==> config.mk <==
export PLATFORM = sky130hd
export DESIGN_NAME = evt_counter_bank
export DESIGN_NICKNAME = d
export VERILOG_FILES = /design/src/rtl/evt_counter_bank.sv
export SDC_FILE = /design/constraint.sdc
export NUM_CORES = 1
export LEC_CHECK = 0
export BUFFER_PORTS_ARGS = -buffer_cell sky130_fd_sc_hd__buf_2
export CORE_MARGIN = 2
export CORE_UTILIZATION = 44
export CTS_CLUSTER_DIAMETER = 100
export CTS_CLUSTER_SIZE = 16
export DETAILED_ROUTE_END_ITERATION = 8
export SLEW_MARGIN = 20
export SYNTH_ARGS = -nofsm -noshare
export SYNTH_HDL_FRONTEND = slang
export SYNTH_SLANG_ARGS = --single-unit
export TNS_END_PERCENT = 10
==> constraint.sdc <==
create_clock -name clk -period 13.57 [get_ports clk]
set_clock_uncertainty 0.1 [all_clocks]
set_input_delay 2.0355 -clock clk [delete_from_list [all_inputs] [get_ports clk]]
set_output_delay 2.0355 -clock clk [all_outputs]
set_load 0.005 [all_outputs]
==> src/rtl/evt_counter_bank.sv <==
module evt_counter_bank #(
  parameter int NUM_CTR = 4,
  parameter int NUM_EVT = 4,
  parameter int OCC_W   = 4,
  parameter int THR_W   = 8,
  parameter int CNT_W   = 48
) (
  input  logic                     clk,
  input  logic                     rst_n,
  input  logic [1:0]               priv_lvl,
  input  logic [NUM_EVT*OCC_W-1:0] evt_occ,
  input  logic                     wr_en,
  input  logic [$clog2(NUM_CTR):0] addr,
  input  logic [CNT_W-1:0]         wdata,
  output logic [CNT_W-1:0]         rdata,
  output logic [NUM_CTR-1:0]       ovf
);
  localparam int IDX_W = $clog2(NUM_CTR);
  localparam int SEL_W = $clog2(NUM_EVT);
  localparam int F_USR = THR_W;
  localparam int F_KRN = THR_W + 1;
  localparam int F_INV = THR_W + 2;
  localparam int F_EDG = THR_W + 3;
  localparam int F_SEL = THR_W + 4;
  localparam int CFG_W = THR_W + 4 + SEL_W;

  logic [NUM_CTR-1:0][CNT_W-1:0] cnt_all;
  logic [NUM_CTR-1:0][CFG_W-1:0] cfg_all;

  wire             is_cfg = addr[IDX_W];
  wire [IDX_W-1:0] idx    = addr[IDX_W-1:0];

  for (genvar g = 0; g < NUM_CTR; g++) begin : g_ctr
    logic [CNT_W-1:0] cnt_r;
    logic [CFG_W-1:0] cfg_r;
    logic             prev_r;
    logic             ovf_r;

    wire              hit     = wr_en && (idx == IDX_W'(g));
    wire              cnt_wr  = hit && !is_cfg;
    wire              cfg_wr  = hit && is_cfg;
    wire [THR_W-1:0]  thr     = cfg_r[THR_W-1:0];
    wire [SEL_W-1:0]  sel     = cfg_r[F_SEL +: SEL_W];
    wire [OCC_W-1:0]  occ     = evt_occ[sel*OCC_W +: OCC_W];
    wire              usr     = cfg_r[F_USR];
    wire              krn     = cfg_r[F_KRN];
    wire              allow   = (priv_lvl == 2'd0) ? krn : usr;
    wire              thr_on  = |thr;
    wire              cond    = (THR_W'(occ) >= thr) ^ cfg_r[F_INV];
    wire              pulse   = cfg_r[F_EDG] ? (cond && !prev_r) : cond;
    wire [OCC_W-1:0]  step    = !allow ? '0 : (thr_on ? OCC_W'(pulse) : occ);
    wire [CNT_W:0]    sum     = {1'b0, cnt_r} + (CNT_W+1)'(step);

    always_ff @(posedge clk) begin
      if (!rst_n) begin
        cnt_r  <= '0;
        cfg_r  <= '0;
        prev_r <= 1'b0;
        ovf_r  <= 1'b0;
      end else begin
        if (cfg_wr) cfg_r <= wdata[CFG_W-1:0];
        if (cnt_wr) begin
          cnt_r <= wdata;
          ovf_r <= 1'b0;
        end else begin
          cnt_r <= sum[CNT_W-1:0];
          if (sum[CNT_W]) ovf_r <= 1'b1;
        end
        if (!(usr || krn) || !thr_on) prev_r <= 1'b0;
        else if (allow)               prev_r <= cond;
      end
    end

    assign cnt_all[g] = cnt_r;
    assign cfg_all[g] = cfg_r;
    assign ovf[g]     = ovf_r;
  end

  assign rdata = is_cfg ? CNT_W'(cfg_all[idx]) : cnt_all[idx];
endmodule

# After elaboration in Yosys (flattened, before gate mapping)
# Index checks and enable logic that the tools add are counted.
# totals
reg_bits,256
latchBits,0
ram_bits,0
rom_bits,0
output_inout_bits,52
mem_count,0
# classes
n_addsub,4
n_mul,0
n_div,0
magnitude_cmp,5
n_eq_ne,3
n_shift,4
mux,25
bitwise,5
reduce_logical,51
# ops
cell,count
$mux 48,6
$add 48x4->49,4
$bmux 48 s2,1
$shiftx 16x5->4,4
$ge 4x8->1,4
$mux 4,8
$reduce_or 8->1,4
$bmux 14 s2,1
$logic_and 1x1->1,16
$reduce_or 2->1,8
$mux 14,1
$logic_not 1->1,13
$logic_or 1x1->1,8
$mux 1,8
$eq 2x2->1 const B,2
$logic_not 2->1,2
$xor 1x1->1,4
$lt 2x3->1 const B,1
$eq 2x1->1 const B,1
$not 1->1,1

# Depth between registers and ports, before layout
# depth
ltp_word,9
mapped_depth,18
mapped_depth_nobuf,16

# Worst setup path before layout
# OpenSTA, ideal clock, no wires.
# synth_timing
path_type,input -> output
start,input addr[0]
end,output rdata[10]
arrival_ps,3738
t_required_ps,11434
path_slack_ps,7696
stages,5
n_path_buf,3
path_cell_list,clkbuf_1 -> buf_1 -> clkbuf_1 -> mux4_2 -> mux2_2
# synth_via
elab_chain_cells,3
# synth_lines
element,line_no,text
from (decl),13,"input logic [$clog2(NUM_CTR):0] addr,"
$bmux 48 s2 or $bmux 14 s2 (tied branches),79,assign rdata = is_cfg ? CNT_W'(cfg_all[idx]) : cnt_all[idx];
$mux 48 (implied by the code) or $mux 14 (tied branches),79,
$mux 48 (*),79,
to (decl),15,"output logic [CNT_W-1:0] rdata,"
# Mark *: on every way between the ends. The rest lies on a longest branch, timed or not. The select of a mux whose other input is x is not followed.

# Worst setup path in the final report
# layout_timing
start,input addr[1]
end,output rdata[9]
# Same word-level chain as after synthesis.

==> results.tsv <==
stage	metric	value	unit
drt	detail_route.iter0.violations	1388	
drt	avgViaCountPerCell	6.51	
global_routing	overflow	0	
clock_network	clock_latency_at_the_later_pin_of_the_worst_skew_pair	0.53	ns
placement	placement.io_buffers	123	
synth	syn_nets	2092	
drt	firstDrtPassIters	7	
pwr	power_per_standard_cell_area	86.2	mW/mm^2
setup_path	worst_endpoint_required_time	11.43	ns
timing	relSlewSlack	23.4	%
synth	synth_sequential_area_ratio	31.2	%
drt	drt.antenna.violating_nets	0	
layout	final_net_count	2100	
layout	num_antenna_cells	0	
clock_network	cts_tree	done	
status	status	finished clean	
floorplanning	die_area	0.0388	mm^2
floorplanning	floorplan.initialDensity	44.7	%
setup_path	crit_slowest_cell	buf_4	
synth	share_of_the_synthesized_area_in_the_top_cell_type	31.2	%
drt	drc_errors	0	
timing	slew_viol_final	0	
synth	ys_top_cells_by_area	dfxtp_1 (31%), mux4_2 (11%), o21ai_0 (5.3%)	
floorplanning	io-pin-count	124	
run	drv.max_cap_violation_count	0	
synth	synth_top_area_cell	dfxtp_1	
timing	min_period_over_period	47.3	%
clock_network	cts.sink_count	256	
pwr	totalPowerFinal	1.52	mW
synth	synthArstFlopShare	0	%
setup_path	arrival	4.28	ns
global_routing	globalRouteMet1Util	39.4	%
placement	dpl-instance-area	0.0172	mm^2
setup_path	setup.worst_path.end_class	output pin	
clock_network	clock_path_buffers	3	
drt	post_drt_wl_per_cell	23.6	um
global_routing	largest_net_degree_at_the_start_of_global_routing	93	
drt	detailroute.via_count	16000	
timing	tns	0	ns
synth	synth_seq_cells	256	
synth	avgSynthCellArea	8.27	um^2
global_routing	grt_busiest_layer	met2	
setup_path	cpPeakStageDelay	0.83	ns
timing	post-route-min-period	6.42	ns
layout	finish.instance_area	0.0177	mm^2
pwr	leakage	5.69	nW
setup_path	classification_of_the_worst_setup_path	input port to output pin	
clock_network	post-cts-setup-buffers	0	
global_routing	grt_use_met3	3.36	%
clock_network	cts-resized-gates	0	
clock_network	cts_made_buffers	19	
global_routing	antenna_found_initial	0	
pwr	vdd_drop_max	0.0672	mV
clock_network	clock_tree.htree_level_count	1	
floorplanning	std_cell_rows	70	
timing	final_hold_viol_count	0	
floorplanning	fp.dieW	197	um
setup_path	worstPathCellList	buf_4 -> buf_4 -> mux4_2 -> mux2_2 -> buf_2	
layout	final_layout_size_suffix_gt1_share	14.1	%
placement	gpl.final_weighted_congestion	0.932	
clock_network	hold_buffers	0	
placement	dp.final_hpwl	40100	um
timing	hold_slack	0.374	ns
global_routing	global_route.usage.met2	48.2	%
floorplanning	fp.coreArea	0.0367	mm^2
timing	clock.fmax	156	MHz
setup_path	crit_path_start_kind	input port	
timing	fin_ws	7.15	ns
synth	postSynthCellCount	1984	
timing	setup_viol	0	
timing	worst_slew_pin_slew	1.14	ns
synth	post_synth_top_flop	dfxtp_1	
synth	synth.lib_cells_used.distinct	61	
setup_path	timing.critical_path.mode_cell	buf_4	
setup_path	critPathBufInv	3	
global_routing	grt_pass1_vias	14800	
layout	layout-area-overhead-vs-synth	7.72	%
floorplanning	die_y	197	um
synth	cell_area_synth	0.0164	mm^2
timing	setup_repair_after_global_routing_missed_its_margin	false	
synth	yosys_warnings	0	
clock_network	cts_root_buf	clkbuf_16	
worst_hold_path	hold_path_class	flip-flop to flip-flop	
global_routing	wire_length_of_the_first_global_routing_pass	88600	um
drt	routed_wl	58100	um
clock_network	path_clk_slew	0.07	ns
synth	synth_edf_count	0	
global_routing	grt_usage	29.4	%
setup_path	crit_path_max_fanout	55	
setup_path	critical_path.top_delay_family	buffers and inverters	
placement	post-place-ws	6.83	ns
## layout make-up
type	count	area [um^2]
multi-input cells	1512	10500
inverters	60	228
flip-flops and latches	256	5120
fillers	3561	19000
well taps	468	586
repair buffers	143	786
clock buffers	19	475
## cell usage in the layout, fill, tap and decap left out, types with 37 or more instances in the layout
cell type,netlist,final
a211oi_1,65,65
inv_1,60,59
nor2_1,82,79
dfxtp_1,256,256
xnor2_1,67,67
a31oi_1,58,58
nand3_1,83,82
nand2_1,230,227
a21oi_1,142,142
o21ai_0,173,173
nor4_1,38,37
nor2b_1,47,47
buf_2,9,120
or3_1,48,48
mux4_2,77,77
## Yosys cell counts, types with 48 or more instances
cell,instances
a211oi_1,65
a31oi_1,58
xnor2_1,67
nor2_1,82
nand3_1,83
a21oi_1,142
o21ai_0,173
clkbuf_1,126
or3_1,48
nand2_1,230
dfxtp_1,256
mux4_2,77
inv_1,60
## logic make-up after synthesis
kind of cell | count (synthesis) | share of synthesized area [%]
adders and majority gates | 36 | 2.93
DFF | 256 | 31.2
buffers and inverters | 216 | 5.19
and+or+nand+nor | 726 | 22.9
xor gates and xnor gates | 92 | 4.91
muxes | 96 | 12.0
AOI/OAI and AO/OA | 562 | 20.9
## worst register-to-register path, stage by stage (launching register included)
cell and delay (ns):
dfxtp_1 0.52, mux4_2 0.58, inv_1 0.07, ha_1 0.21
nand2b_1 0.14, a21o_1 0.18, a2111oi_0 0.44, a211oi_1 0.13
o21ai_0 0.22, ha_1 0.24, inv_1 0.07, fa_1 0.38
nand2b_1 0.22, a21oi_1 0.80, nand2_1 0.33, o31a_1 0.37
nor3_1 0.18
## power breakdown
part           total (mW)  internal (mW)  leakage, nW  switching (mW)
clock               0.537          0.249        0.234           0.287
combinational       0.180         0.0734         3.38           0.107
sequential          0.807          0.774         2.08          0.0327
total                1.52           1.10         5.69           0.427
## stage by stage
step	util (%)	instances
2_1_floorplan	-	1984
3_3_place_gp	46.8	2438
3_5_place_dp	46.8	2438
4_1_cts	48.1	2457
5_1_grt	48.2	2458
6_report	48.2	2458
## routing by layer
| layer | part of all wire (%) | vias up | routed length (um) |
|---|---|---|---|
| met1 | 42 | 7766 | 24500 |
| met2 | 47 | 658 | 27100 |
| met4 | 4.6 | 0 | 2650 |
| li1 | - | 7429 | - |
| met3 | 6.8 | 139 | 3970 |
| met5 | 0 | - | 0 |
## registers in the layout (all words and copies together), names as in the netlist
register      cells
g_ctr.ovf_r       4
g_ctr.prev_r      4
g_ctr.cfg_r      56
g_ctr.cnt_r     192
## worst paths after layout
path | endpoint | cells after the start | slack, ns | startpoint
max | rdata[9] | 5 | 7.15 | addr[1]
max reg2reg | g_ctr[1].cnt_r[42] | 16 | 8.34 | g_ctr[1].cfg_r[12]
min | g_ctr[3].cfg_r[5] | 2 | 0.37 | g_ctr[3].cfg_r[5]
min reg2reg | g_ctr[3].cfg_r[5] | 2 | 0.37 | g_ctr[3].cfg_r[5]
No activity file was read; power rests on OpenSTA's default activity.
